[src/rtl/desc_dma_pkg.sv]
package desc_dma_pkg;

  typedef enum logic [1:0] {
    KIND_FETCH = 2'd0,
    KIND_CHAIN = 2'd1,
    KIND_FINAL = 2'd2,
    KIND_NONE  = 2'd3
  } desc_kind_e;

  typedef enum logic [1:0] {
    ST_IDLE   = 2'd0,
    ST_FIRST  = 2'd1,
    ST_SECOND = 2'd2
  } seq_state_e;

  localparam int OFF_W = 4;

  // Byte offset of a beat inside the descriptor, by layout, direction and beat.
  function automatic logic [OFF_W-1:0] beat_offset(input logic wide,
                                                   input logic wr,
                                                   input logic second);
    logic [OFF_W-1:0] off;
    unique case ({wide, wr, second})
      3'b000:  off = 4'h0;
      3'b001:  off = 4'h4;
      3'b010:  off = 4'h4;
      3'b011:  off = 4'h0;
      3'b100:  off = 4'h4;
      3'b101:  off = 4'h0;
      3'b110:  off = 4'h8;
      default: off = 4'h4;
    endcase
    return off;
  endfunction

  function automatic logic kind_valid(input logic [1:0] k);
    return k != KIND_NONE;
  endfunction

endpackage

[src/rtl/desc_dma_ctl.sv]
module desc_dma_ctl
  import desc_dma_pkg::*;
(
  input  logic       clk,
  input  logic       rst_n,
  input  logic       req_valid,
  input  logic [1:0] req_kind,
  input  logic       mem_ack,
  output logic       busy,
  output logic       beat_second,
  output logic       is_write,
  output logic       accept,
  output logic       beat_fire,
  output logic       last_fire,
  output logic       done
);

  seq_state_e state_q, state_d;
  desc_kind_e kind_q;

  assign busy        = (state_q != ST_IDLE);
  assign accept      = !busy && req_valid && kind_valid(req_kind);
  assign beat_second = (state_q == ST_SECOND);
  assign is_write    = (kind_q != KIND_FETCH);
  assign beat_fire   = busy && mem_ack;
  assign last_fire   = beat_fire && (beat_second || kind_q == KIND_CHAIN);

  always_comb begin
    state_d = state_q;
    unique case (state_q)
      ST_IDLE:   if (accept) state_d = ST_FIRST;
      ST_FIRST:  if (beat_fire) state_d = last_fire ? ST_IDLE : ST_SECOND;
      ST_SECOND: if (beat_fire) state_d = ST_IDLE;
      default:   state_d = ST_IDLE;
    endcase
  end

  always_ff @(posedge clk) begin
    if (!rst_n) begin
      state_q <= ST_IDLE;
      kind_q  <= KIND_FETCH;
      done    <= 1'b0;
    end else begin
      state_q <= state_d;
      done    <= last_fire;
      if (accept) kind_q <= desc_kind_e'(req_kind);
    end
  end

endmodule

[src/rtl/desc_dma_dp.sv]
module desc_dma_dp
  import desc_dma_pkg::*;
#(
  parameter int ADDR_W   = 32,
  parameter int DATA_W   = 32,
  parameter int PAGE_LSB = 8
) (
  input  logic                clk,
  input  logic                rst_n,
  input  logic                accept,
  input  logic                busy,
  input  logic                is_write,
  input  logic                beat_second,
  input  logic                mode32,
  input  logic [ADDR_W-1:0]   base_addr,
  input  logic [DATA_W-1:0]   st_data,
  input  logic [DATA_W/8-1:0] st_be,
  input  logic [DATA_W-1:0]   own_data,
  input  logic [DATA_W/8-1:0] own_be,
  output logic                mem_req,
  output logic                mem_we,
  output logic [ADDR_W-1:0]   mem_addr,
  output logic [DATA_W/8-1:0] mem_be,
  output logic [DATA_W-1:0]   mem_wdata
);

  localparam int BE_W = DATA_W / 8;
  localparam logic [BE_W-1:0] OWN_LANE = BE_W'(1) << (BE_W - 1);

  logic [ADDR_W-1:0] base_q;
  logic              wide_q;
  logic [DATA_W-1:0] st_q, own_q;
  logic [BE_W-1:0]   st_be_q, own_be_q;
  logic [OFF_W-1:0]  off;

  // Upper page bits pass through; offset added inside the page only.
  function automatic logic [ADDR_W-1:0] page_addr(input logic [ADDR_W-1:0] b,
                                                  input logic [OFF_W-1:0] o);
    logic [PAGE_LSB-1:0] low;
    low = {b[PAGE_LSB-1:2], 2'b00} + PAGE_LSB'(o);
    return {b[ADDR_W-1:PAGE_LSB], low};
  endfunction

  function automatic logic [DATA_W-1:0] give_back(input logic [DATA_W-1:0] d);
    return {1'b0, d[DATA_W-2:0]};
  endfunction

  always_ff @(posedge clk) begin
    if (!rst_n) begin
      base_q   <= '0;
      wide_q   <= 1'b0;
      st_q     <= '0;
      own_q    <= '0;
      st_be_q  <= '0;
      own_be_q <= '0;
    end else if (accept) begin
      base_q   <= base_addr;
      wide_q   <= mode32;
      st_q     <= st_data;
      own_q    <= own_data;
      st_be_q  <= st_be;
      own_be_q <= own_be;
    end
  end

  assign off      = beat_offset(wide_q, is_write, beat_second);
  assign mem_req  = busy;
  assign mem_we   = busy && is_write;
  assign mem_addr = page_addr(base_q, off);

  always_comb begin
    if (!is_write) begin
      mem_be    = '1;
      mem_wdata = '0;
    end else if (beat_second) begin
      mem_be    = own_be_q | OWN_LANE;
      mem_wdata = give_back(own_q);
    end else begin
      mem_be    = st_be_q;
      mem_wdata = st_q;
    end
  end

endmodule

[src/rtl/desc_dma_cap.sv]
module desc_dma_cap #(
  parameter int DATA_W = 32
) (
  input  logic              clk,
  input  logic              rst_n,
  input  logic              beat_fire,
  input  logic              last_fire,
  input  logic              beat_second,
  input  logic              is_write,
  input  logic [DATA_W-1:0] mem_rdata,
  output logic [DATA_W-1:0] cap_own_dw,
  output logic [DATA_W-1:0] cap_aux_dw,
  output logic              not_owned
);

  localparam int OWN_BIT = DATA_W - 1;

  logic [DATA_W-1:0] stage_q;
  logic              first_rd, final_rd;

  assign first_rd = beat_fire && !is_write && !beat_second;
  assign final_rd = last_fire && !is_write;

  always_ff @(posedge clk) begin
    if (!rst_n) begin
      stage_q    <= '0;
      cap_own_dw <= '0;
      cap_aux_dw <= '0;
      not_owned  <= 1'b0;
    end else begin
      not_owned <= final_rd && !stage_q[OWN_BIT];
      if (first_rd) stage_q <= mem_rdata;
      if (final_rd && stage_q[OWN_BIT]) begin
        cap_own_dw <= stage_q;
        cap_aux_dw <= mem_rdata;
      end
    end
  end

endmodule

[src/rtl/desc_dma_seq.sv]
module desc_dma_seq #(
  parameter int ADDR_W   = 32,
  parameter int DATA_W   = 32,
  parameter int PAGE_LSB = 8
) (
  input  logic                clk,
  input  logic                rst_n,
  input  logic                req_valid,
  input  logic [1:0]          req_kind,
  input  logic                mode32,
  input  logic [ADDR_W-1:0]   base_addr,
  input  logic [DATA_W-1:0]   st_data,
  input  logic [DATA_W/8-1:0] st_be,
  input  logic [DATA_W-1:0]   own_data,
  input  logic [DATA_W/8-1:0] own_be,
  output logic                busy,
  output logic                done,
  output logic                not_owned,
  output logic [DATA_W-1:0]   cap_own_dw,
  output logic [DATA_W-1:0]   cap_aux_dw,
  output logic                mem_req,
  output logic                mem_we,
  output logic [ADDR_W-1:0]   mem_addr,
  output logic [DATA_W/8-1:0] mem_be,
  output logic [DATA_W-1:0]   mem_wdata,
  input  logic                mem_ack,
  input  logic [DATA_W-1:0]   mem_rdata
);

  // Internal events, named for the checker.
  logic accept, beat_fire, last_fire, beat_second, is_write;

  desc_dma_ctl u_ctl (
    .clk         (clk),
    .rst_n       (rst_n),
    .req_valid   (req_valid),
    .req_kind    (req_kind),
    .mem_ack     (mem_ack),
    .busy        (busy),
    .beat_second (beat_second),
    .is_write    (is_write),
    .accept      (accept),
    .beat_fire   (beat_fire),
    .last_fire   (last_fire),
    .done        (done)
  );

  desc_dma_dp #(
    .ADDR_W   (ADDR_W),
    .DATA_W   (DATA_W),
    .PAGE_LSB (PAGE_LSB)
  ) u_dp (
    .clk         (clk),
    .rst_n       (rst_n),
    .accept      (accept),
    .busy        (busy),
    .is_write    (is_write),
    .beat_second (beat_second),
    .mode32      (mode32),
    .base_addr   (base_addr),
    .st_data     (st_data),
    .st_be       (st_be),
    .own_data    (own_data),
    .own_be      (own_be),
    .mem_req     (mem_req),
    .mem_we      (mem_we),
    .mem_addr    (mem_addr),
    .mem_be      (mem_be),
    .mem_wdata   (mem_wdata)
  );

  desc_dma_cap #(
    .DATA_W (DATA_W)
  ) u_cap (
    .clk         (clk),
    .rst_n       (rst_n),
    .beat_fire   (beat_fire),
    .last_fire   (last_fire),
    .beat_second (beat_second),
    .is_write    (is_write),
    .mem_rdata   (mem_rdata),
    .cap_own_dw  (cap_own_dw),
    .cap_aux_dw  (cap_aux_dw),
    .not_owned   (not_owned)
  );

endmodule

[config.mk]
export PLATFORM = sky130hd
export DESIGN_NAME = desc_dma_seq
export DESIGN_NICKNAME = d
export VERILOG_FILES = /design/src/rtl/desc_dma_pkg.sv /design/src/rtl/desc_dma_ctl.sv /design/src/rtl/desc_dma_dp.sv /design/src/rtl/desc_dma_cap.sv /design/src/rtl/desc_dma_seq.sv
export SDC_FILE = /design/constraint.sdc
export NUM_CORES = 1
export LEC_CHECK = 0
export CAP_MARGIN = 20
export CORE_UTILIZATION = 30
export DETAILED_ROUTE_END_ITERATION = 8
export PLACE_DENSITY = 0.6
export SLEW_MARGIN = 5
export SYNTH_ARGS = -nofsm -noshare
export SYNTH_HDL_FRONTEND = slang
export SYNTH_HIERARCHICAL = 1
export SYNTH_SLANG_ARGS = --single-unit
[constraint.sdc]
create_clock -name clk -period 2.51 [get_ports clk]
set_input_delay 0.502 -clock clk [delete_from_list [all_inputs] [get_ports clk]]
set_output_delay 0.502 -clock clk [all_outputs]
set_load 0.02 [all_outputs]
Word level (Yosys, flattened, before mapping)
Cells that the tools add are included.
{"block": "word_totals", "reg_bits": 205, "in_bits": 143, "out_inout_bits": 137}
{"block": "classes", "n_addsub": 1, "n_mux": 10, "eq_ne": 10, "n_reduce_logical": 21}
{"cell": "32-bit two-way mux", "count": 2}
{"cell": "1-bit logical AND", "count": 10}
{"cell": "8-bit by 4-bit adder with 8-bit output", "count": 1}
{"cell": "2-bit two-way mux", "count": 4}
{"cell": "4-bit two-way mux", "count": 2}
{"cell": "4-bit one-hot mux with 2 select lines", "count": 1}
{"cell": "3-bit == test (second input constant)", "count": 2}
{"cell": "2-bit one-hot mux with 3 select lines", "count": 1}
{"cell": "2-bit by 1-bit == test with 1-bit output (second input constant)", "count": 2}
{"cell": "1-bit zero test", "count": 4}
{"cell": "2-bit by 1-bit inequality test with 1-bit output (second input constant)", "count": 2}
{"cell": "2-bit inequality test (second input constant)", "count": 2}
{"cell": "2-bit nonzero test", "count": 2}
{"cell": "3-bit by 2-bit == test with 1-bit output (second input constant)", "count": 1}
{"cell": "3-bit zero test", "count": 1}
{"cell": "3-bit AND reduction", "count": 1}
{"cell": "3-bit OR reduction", "count": 1}
{"cell": "2-bit == test (second input constant)", "count": 1}
{"cell": "2-bit zero test", "count": 1}
{"cell": "1-bit logical OR", "count": 1}

Longest topological paths before layout
Gate-level depths: netlist of the first run.
{"block": "depth", "ltp_word": 6, "depth_mapped": 10, "ltp_nobuf": 8}

Hierarchy
The synthesis of the first run kept the hierarchy.
{"module": "desc_dma_dp", "instances": 1, "seq_area_each_um2": 2021.9, "area_each_um2": 4880.9, "cells_per_inst": 452}
{"module": "desc_dma_cap", "instances": 1, "seq_area_each_um2": 1941.9, "area_each_um2": 3590.9, "cells_per_inst": 348}
{"module": "desc_dma_ctl", "instances": 1, "seq_area_each_um2": 100.1, "area_each_um2": 259.0, "cells_per_inst": 27}

Least setup slack after synthesis of the first run
OpenSTA, ideal clock, no wires.
{"block": "synth_path", "kind": "flip-flop to output port", "from": "register u_ctl.state_q[0]", "to": "output mem_addr[6]", "setup_slack_ns": -0.305, "t_arrival_ns": 2.313, "n_path_buf": 2, "t_required_ns": 2.008, "stages_incl_launch_ff": 11, "path_cell_list": "dfxtp_1 > and2b_2 > buf_4 > buf_6 > xnor2_1 > xnor2_1 > ha_1 > inv_1 > fa_1 > nor2_1 > xor2_1"}
{"block": "synth_between", "elab_chain_len": 5, "word_cells_on_any_way": 8, "cone_classes": "add/sub: 1; eq/ne: 4; mux: 1; reduce/logical: 2"}
{"item": "start, declared", "line_no": "desc_dma_ctl.sv:18", "rtl": "seq_state_e state_q, state_d;"}
{"item": "start signal, assigned", "line_no": "desc_dma_ctl.sv:44", "rtl": "state_q <= state_d;"}
{"item": "2-bit == test *", "line_no": "desc_dma_ctl.sv:23", "rtl": "assign beat_second = (state_q == ST_SECOND);"}
{"item": "net beat_second", "line_no": "desc_dma_seq.sv:31", "rtl": "logic accept, beat_fire, last_fire, beat_second, is_write;"}
{"item": "3-bit by 2-bit == test with 1-bit output (tied with other cells)", "line_no": "desc_dma_pkg.sv:23", "rtl": "unique case ({wide, wr, second})"}
{"item": "3-bit OR reduction (no line)"}
{"item": "4-bit one-hot mux with 2 select lines *", "line_no": "desc_dma_pkg.sv:23"}
{"item": "8-bit by 4-bit adder with 8-bit output *", "line_no": "desc_dma_dp.sv:40", "rtl": "low = {b[PAGE_LSB-1:2], 2'b00} + PAGE_LSB'(o);"}
{"item": "end, declared", "line_no": "desc_dma_seq.sv:23", "rtl": "output logic [ADDR_W-1:0] mem_addr,"}
Mark *: on every way through the listed nets, which the timed path passes. The rest lies on a longest branch.

Final worst setup path of the first run
{"block": "layout_path", "from": "register u_ctl.kind_q[0]", "to": "output mem_addr[6]"}
{"block": "layout_between", "elab_chain_len": 5, "word_cells_on_any_way": 8, "cone_classes": "add/sub: 1; eq/ne: 3; mux: 1; reduce/logical: 3"}
{"item": "start, declared", "line_no": "desc_dma_ctl.sv:19", "rtl": "desc_kind_e kind_q;"}
{"item": "start signal, assigned", "line_no": "desc_dma_ctl.sv:46", "rtl": "if (accept) kind_q <= desc_kind_e'(req_kind);"}
{"item": "2-bit nonzero test *", "line_no": "desc_dma_ctl.sv:24", "rtl": "assign is_write = (kind_q != KIND_FETCH);"}
{"item": "net is_write", "line_no": "desc_dma_seq.sv:31"}
{"item": "3-bit by 2-bit == test with 1-bit output (tied with other cells)", "line_no": "desc_dma_pkg.sv:23"}
{"item": "3-bit OR reduction (no line)"}
{"item": "4-bit one-hot mux with 2 select lines *", "line_no": "desc_dma_pkg.sv:23"}
{"item": "8-bit by 4-bit adder with 8-bit output *", "line_no": "desc_dma_dp.sv:40"}
Marks and branches as above.

==> metrics.cfg, run 1 <==
[global_routing]
grt_pass1_vias = 6192
grt.met1_usage = 0.187
antenna_found_initial = 0
globalRouteMet3Util = 0.0532
grt_busiest_layer = met2
grt_pass1_wl_um = 34400
gr-total-overflow = 0
grt_max_degree = 68
grt_usage = 0.142
use_met2 = 0.220

[cts]
cts-hold-fix-buffers = 0
h-tree-depth = 1
clk_latency_ns = 0.51
path_clk_slew_ns = 0.06
cts_tree = built
cts-buffers-inserted = 24
cts.sink_count = 203
cts-root-buf = clkbuf_16
clk_path_buf_depth = 3

[logic_synthesis]
synth.most_common_cell = mux2i_1
ys_seq_area_frac = 0.465
synth_top_cell_by_area = dfxtp_1
synth_cells = 827
ys_types = 32
synth_seq_cells = 203
synth_top_family_by_area = multiplexers
synth-edff-count = 0
yosys-top-cells-area = dfxtp_1, mux2i_1, nor2b_1, nand2_1, buf_4
yosys.area_share.simple = 0.168
syn_avg_cell_area_um2 = 10.6
synthAdderAreaFrac = 0.00516
yosysWarnings = 6
ys.flop_type = dfxtp_1
yosys-mux-area-fraction = 0.266
netlist_area_um2 = 8730
yosysTopAreaCellShare = 0.465
synth_compound_area_frac = 0.00731
async_flop_share = 0
synth_common_cells = mux2i_1, dfxtp_1, nand2_1
synthXorXnorAreaFrac = 0.00602

[finish]
filler_cell_count = 2735
syn2layout_area_growth_pct = 46.0
diodes = 0
seq_area_um2 = 4070
fin_nets = 1240
instances_no_fill = 1496
multiInputGateArea_um2 = 4070
drive_above_1_share = 0.141

[placed_design]
dp.cells = 1425
place_hpwl_um = 14600
gp_congestion = 0.752
dp_worst_setup_slack_ns = -0.537
io_buffers = 273

[critical_path]
setup.worst_path.start_class = flip-flop
end_kind = output port
crit_path_max_fanout = 2
critical_path_required_ns = 2.01
crit_arrival_ns = 2.45
critical_path_class = flip-flop to output port

[pwr]
p_per_area_nw_per_um2 = 634
power_frac_seq = 0.424
fin_total_pwr_w = 0.00807
peakVddDrop_mv = 0.356
p_int_w = 0.00621
swShare = 0.231
leakage_nw = 4.64
pwr-share-comb = 0.137
power.switching_w = 0.00187
clkPwrFrac = 0.439

[detailed_routing]
ant_nets = 0
routedWlPerCell_um = 15.0
routed_wl_um = 22500
via_per_inst = 4.28
firstDrtPassIters = 4
drc = 0
route.vias.total = 6398
drt-initial-drc-count = 165

[sta]
drv_slew = 0
layout_setup_ws_ns = -0.438
rsz0062_at_grt = yes
fmax_mhz = 339
setup_viol = 27
final-hold-violation-count = 0
fin_crit_ns = 2.95
period_share = 1.17
finClkSkew_ns = 0.0156

[floorplanning]
die_height_um = 173
core.rowCount = 62
die_area_um2 = 29800
boundaryPins = 280
die_x_um = 173
core-area_um2 = 28700
initial_core_util = 0.304

[outcome]
status = finished, violations left
failed_checks = setup timing

[min_path]
hold_class = input pin to flip-flop

[job]
cap_violations = 0

-- stage by stage --
stage | util | cell area, µm² | setup TNS (ns) | hold WS (ns)
CTS | 0.436 | 12500 | -3.23 | 0.378
global placement | 0.404 | 11600 | -6.70 | 0.441
finish | 0.444 | 12700 | -3.77 | 0.404
global route | 0.444 | 12700 | -6.40 | 0.406
floorplan | - | 8790 | -0.195 | 0.413
detailed placement | 0.404 | 11600 | -6.87 | 0.446
-- registers in the layout, indices dropped and copies added, names as in the netlist --
register	flops
u_dp/base_q	30
u_ctl/done	1
u_ctl/state_q	2
u_dp/wide_q	1
u_ctl/kind_q	2
u_dp/st_q	32
u_cap/not_owned	1
u_dp/st_be_q	4
u_dp/own_be_q	3
u_cap/cap_aux_dw	32
u_cap/stage_q	32
u_dp/own_q	31
u_cap/cap_own_dw	32
-- power groups by stage --
stage / registers [W] / logic, W / clock network [W]
6_report: 0.00342 / 0.00110 / 0.00355
5_1_grt: 0.00344 / 0.00119 / 0.00382
4_1_cts: 0.00342 / 0.00108 / 0.00369
3_5_place_dp: 0.00349 / 0.00107 / 0
3_3_place_gp: 0.00349 / 0.00106 / 0
2_1_floorplan: 0.00348 / 0.000681 / 0
-- layer usage --
metal	vias to the layer above	routed length, µm
met5	-	0
met3	27	2090
li1	3228	-
met4	0	328
met2	200	9910
met1	2943	10100
-- final timing paths --
check / startpoint / end / slack (ns) / cells past startpoint
max: u_ctl/kind_q[0] / mem_addr[6] / -0.44 / 9
min: rst_n / u_cap/cap_aux_dw[3] / 0.40 / 3
max reg2reg: u_ctl/state_q[0] / u_cap/cap_own_dw[31] / 0.10 / 13
min reg2reg: u_cap/stage_q[31] / u_cap/not_owned / 0.46 / 1
-- critical path, cell delays in order (launching register included) --
cell and delay, ns:
dfxtp_2 0.32, or2_4 0.26, xnor2_2 0.13, xnor2_1 0.16
ha_2 0.22, inv_2 0.04, fa_2 0.37, nor2_4 0.15
xor2_4 0.17, buf_6 0.13
-- cells in the final DEF, fill, tap and decap left out, types with 2 or more instances in the layout --
cell | netlist | layout
clkbuf_8 | 0 | 7
buf_6 | 14 | 21
dfxtp_1 | 203 | 201
mux2i_2 | 0 | 4
inv_2 | 0 | 3
xnor2_2 | 0 | 2
or2_4 | 1 | 2
clkdlybuf4s50_1 | 0 | 229
a21o_1 | 2 | 2
xnor2_1 | 5 | 3
clkbuf_2 | 0 | 7
clkinv_2 | 0 | 3
inv_1 | 6 | 3
buf_2 | 13 | 4
mux2i_1 | 232 | 228
buf_12 | 9 | 12
o21a_1 | 2 | 2
dfxtp_2 | 0 | 2
buf_4 | 30 | 43
clkbuf_1 | 16 | 7
nor2b_1 | 134 | 133
bufinv_16 | 0 | 2
nand2b_1 | 2 | 2
buf_16 | 0 | 2
nand2_1 | 137 | 136
conb_1 | 1 | 2
clkbuf_16 | 0 | 27
-- area by class of cell --
type | count | area share
multi-input cells | 537 | 0.320
flip-flops and latches | 203 | 0.319
repair buffers | 322 | 0.257
clock buffers | 39 | 0.0587
well taps | 384 | 0.0377
clock inverters | 5 | 0.00589
inverters | 6 | 0.00177
-- kinds of logic (layout without fill, tap and decap cells) --
| group | count (synthesis) | count (layout) |
|---|---|---|
| muxes | 232 | 232 |
| xor gates and xnor gates | 6 | 6 |
| buffers and inverters | 88 | 372 |
| and+or+nand+nor | 287 | 287 |
| adders and majority gates | 3 | 3 |
| other | 1 | 2 |
| AOI/OAI and AO/OA | 7 | 7 |
| DFF | 203 | 203 |
-- what timing repair did --
action,4_1_cts,5_1_grt
endpoints found under the setup margin,43,40
buffers inserted,6,20
gates cloned,2,2
pin swaps,8,6
resized for setup,118,128
Power figures use the tool's default switching activity.
==> run 2: changes to the inputs <==
- DONT_BUFFER_PORTS: not set -> 1
- PLACE_DENSITY: 0.6 -> 0.47
==> run 2 against run 1 <==
  * The run still ends with setup timing left
  * Clock skew shrank 0.0078 ns
  * Largest power group unchanged
  * Sequential share of layout area increased by 9.1 points
  * Non-clock buffer count shrank 268
  * Critical path type unchanged
==> metrics.cfg, run 2 (synthesis results as in run 1) <==
[cts]
h-tree-depth = 1  ; unchanged
clk_latency_ns = 0.51  ; about the same
cts-root-buf = clkbuf_16  ; unchanged
cts-hold-fix-buffers = 0  ; unchanged
path_clk_slew_ns = 0.06  ; about the same
cts_tree = built  ; unchanged
clk_path_buf_depth = 3  ; unchanged
cts.sink_count = 203  ; unchanged
cts-buffers-inserted = 25  ; was 24

[sta]
tightestPinTransition_ns = 0.603
max-slew-margin-rel = 0.598
final-hold-violation-count = 0  ; unchanged
drv_slew = 0  ; unchanged
layout_setup_ws_ns = -0.394  ; was -0.438 ns
finalHoldWorstSlack_ns = 0.125  ; was 0.404 ns
fmax_mhz = 344  ; was 339 MHz
finClkSkew_ns = 0.00779  ; was 0.0156 ns
fin_crit_ns = 2.90  ; was 2.95 ns
period_share = 1.16  ; was 1.17
fin_tns_setup_ns = -4.58  ; was -3.77 ns
setup_viol = 24  ; was 27
rsz0062_at_grt = yes  ; unchanged

[critical_path]
r2r-end = u_cap/cap_aux_dw[26]  ; was u_cap/cap_own_dw[31]
slowest_delay_ns = 0.38  ; was 0.37 ns
critical_path_required_ns = 2.01  ; about the same
reg2reg_depth = 7  ; was 13
rr_startpoint = u_ctl/state_q[0]  ; unchanged
cp_cell_sequence = and2b_2, xnor2_2, xnor2_1, ha_2, inv_2, fa_2, nor2_4, xor2_4  ; was or2_4, xnor2_2, xnor2_1, ha_2, inv_2, fa_2, nor2_4, xor2_4, buf_6
crit_path_max_fanout = 3  ; was 2
end_kind = output port  ; unchanged
rrSetupSlack_ns = 0.32  ; was 0.10 ns
crit_slowest_cell = fa_2  ; unchanged
critical_path_class = flip-flop to output port  ; unchanged
setup.worst_path.start_class = flip-flop  ; unchanged
crit_arrival_ns = 2.40  ; was 2.45 ns

[global_routing]
antenna_found_initial = 0  ; unchanged
grt_pass1_wl_um = 30900  ; was 34400 µm
grt_pass1_vias = 5369  ; was 6192
gr-total-overflow = 0  ; unchanged
grt_usage = 0.130  ; was 0.142
grt_max_degree = 238  ; was 68

[floorplanning]
boundaryPins = 280  ; unchanged
die_x_um = 173  ; unchanged
die_area_um2 = 29800  ; unchanged
core.rowCount = 62  ; unchanged
die_height_um = 173  ; unchanged
initial_core_util = 0.304  ; unchanged
core-area_um2 = 28700  ; unchanged

[min_path]
hold_end = u_dp/base_q[8]  ; was u_cap/cap_aux_dw[3]
hold_class = input pin to flip-flop  ; unchanged
min_path_cells = 1  ; was 3
hp-start = rst_n  ; unchanged

[finish]
postLayoutCoreUtil = 0.346  ; was 0.444
finish.instance_area_um2 = 9920  ; was 12700 µm²
layout_commonest_cell = mux2i_1  ; was clkdlybuf4s50_1
final_cell_mix = mux2i_1, dfxtp_1, nand2_1  ; was clkdlybuf4s50_1, mux2i_1, dfxtp_1
drive_above_1_share = 0.130  ; was 0.141
fin_nets = 973  ; was 1240
syn2layout_area_growth_pct = 13.6  ; was 46.0%
filler_cell_count = 2941  ; was 2735
diodes = 0  ; unchanged
instances_no_fill = 1229  ; was 1496

[detailed_routing]
via_per_inst = 4.34  ; was 4.28
route.vias.total = 5340  ; was 6398
drc = 0  ; unchanged
firstDrtPassIters = 4  ; unchanged
routedWlPerCell_um = 16.2  ; was 15.0 µm
routed_wl_um = 19900  ; was 22500 µm
ant_nets = 0  ; unchanged
drt-initial-drc-count = 306  ; was 165

[placed_design]
io_buffers = 0  ; was 273
dp.cells = 1183  ; was 1425
placed_cell_area_um2 = 9080  ; was 11600 µm²
gp_congestion = 0.716  ; was 0.752
place_hpwl_um = 13000  ; was 14600 µm

[outcome]
failed_checks = setup timing  ; unchanged
status = finished, violations left  ; unchanged

[pwr]
p_per_area_nw_per_um2 = 770  ; was 634 nW/µm²
peakVddDrop_mv = 0.414  ; was 0.356 mV
leakage_nw = 3.54  ; was 4.64 nW

[job]
cap_violations = 0  ; unchanged

## run 2: cell count changes in the layout (fill, tap and decap cells not counted), sizes merged
cell	before	now
bufinv	2	1
clkdlybuf4s15	1	0
clkdlybuf4s50	229	0
clkinv	3	4
buf	83	54
clkbuf	48	40
## run 2: stage by stage
| step | power [W] | worst slack [ns] |
|---|---|---|
| CTS | 0.00777 | -0.464 |
| finish | 0.00763 | -0.394 |
| floorplan | 0.00416 | -0.144 |
| detailed placement | 0.00419 | -0.0396 |
| global route | 0.00796 | -0.523 |
| global placement | 0.00418 | -0.0178 |
## run 2: layout make-up
| cell class | instances | area [µm²] | area share |
|---|---|---|---|
| flip-flops and latches | 203 | 4070 | 0.410 |
| multi-input cells | 537 | 4030 | 0.406 |
| clock buffers | 40 | 762 | 0.0768 |
| repair buffers | 54 | 513 | 0.0517 |
| well taps | 384 | 480 | 0.0484 |
| clock inverters | 5 | 50.0 | 0.00505 |
| inverters | 6 | 22.5 | 0.00227 |
## run 2: worst max-delay path: cells and delay by family (launching register included)
kind | cells | cell delay, ns
simple gates | 2 | 0.40
flops | 1 | 0.32
buf+inv | 1 | 0.04
xor+xnor | 3 | 0.54
fa+ha+maj | 2 | 0.58
## run 2: power breakdown
group	internal (W)	switching (W)	leakage (nW)	total, W
sequential	0.00336	0.000101	1.65	0.00346
clock	0.00216	0.00136	0.404	0.00352
combinational	0.000322	0.000332	1.49	0.000655
total	0.00584	0.00179	3.54	0.00763
## run 2: routing by layer
metal,wire (µm),up-vias,global-route usage
li1,-,2699,-
met1,8980,2429,0.166
met2,8670,175,0.203
met3,1550,37,0.0427
met4,686,0,0.0476
met5,0,-,0
## run 2: how the worst max path moves through the flow
stage                     start          end  slack (ns)  cells after the start
2_1_floorplan  u_ctl/state_q[0]  mem_addr[6]       -0.14                     10
3_3_place_gp    u_ctl/kind_q[1]  mem_addr[6]       -0.02                      8
6_report       u_ctl/state_q[0]  mem_addr[6]       -0.39                      8
3_5_place_dp    u_ctl/kind_q[1]  mem_addr[6]       -0.04                      8
4_1_cts        u_ctl/state_q[0]  mem_addr[6]       -0.46                      8
5_1_grt        u_ctl/state_q[0]  mem_addr[6]       -0.52                      8
## run 2: what timing repair did
item	in CTS	in global routing
pin swaps	6	5
resized for setup	6	1
setup endpoints to repair	24	38
gates cloned	0	0
setup buffers	1	1
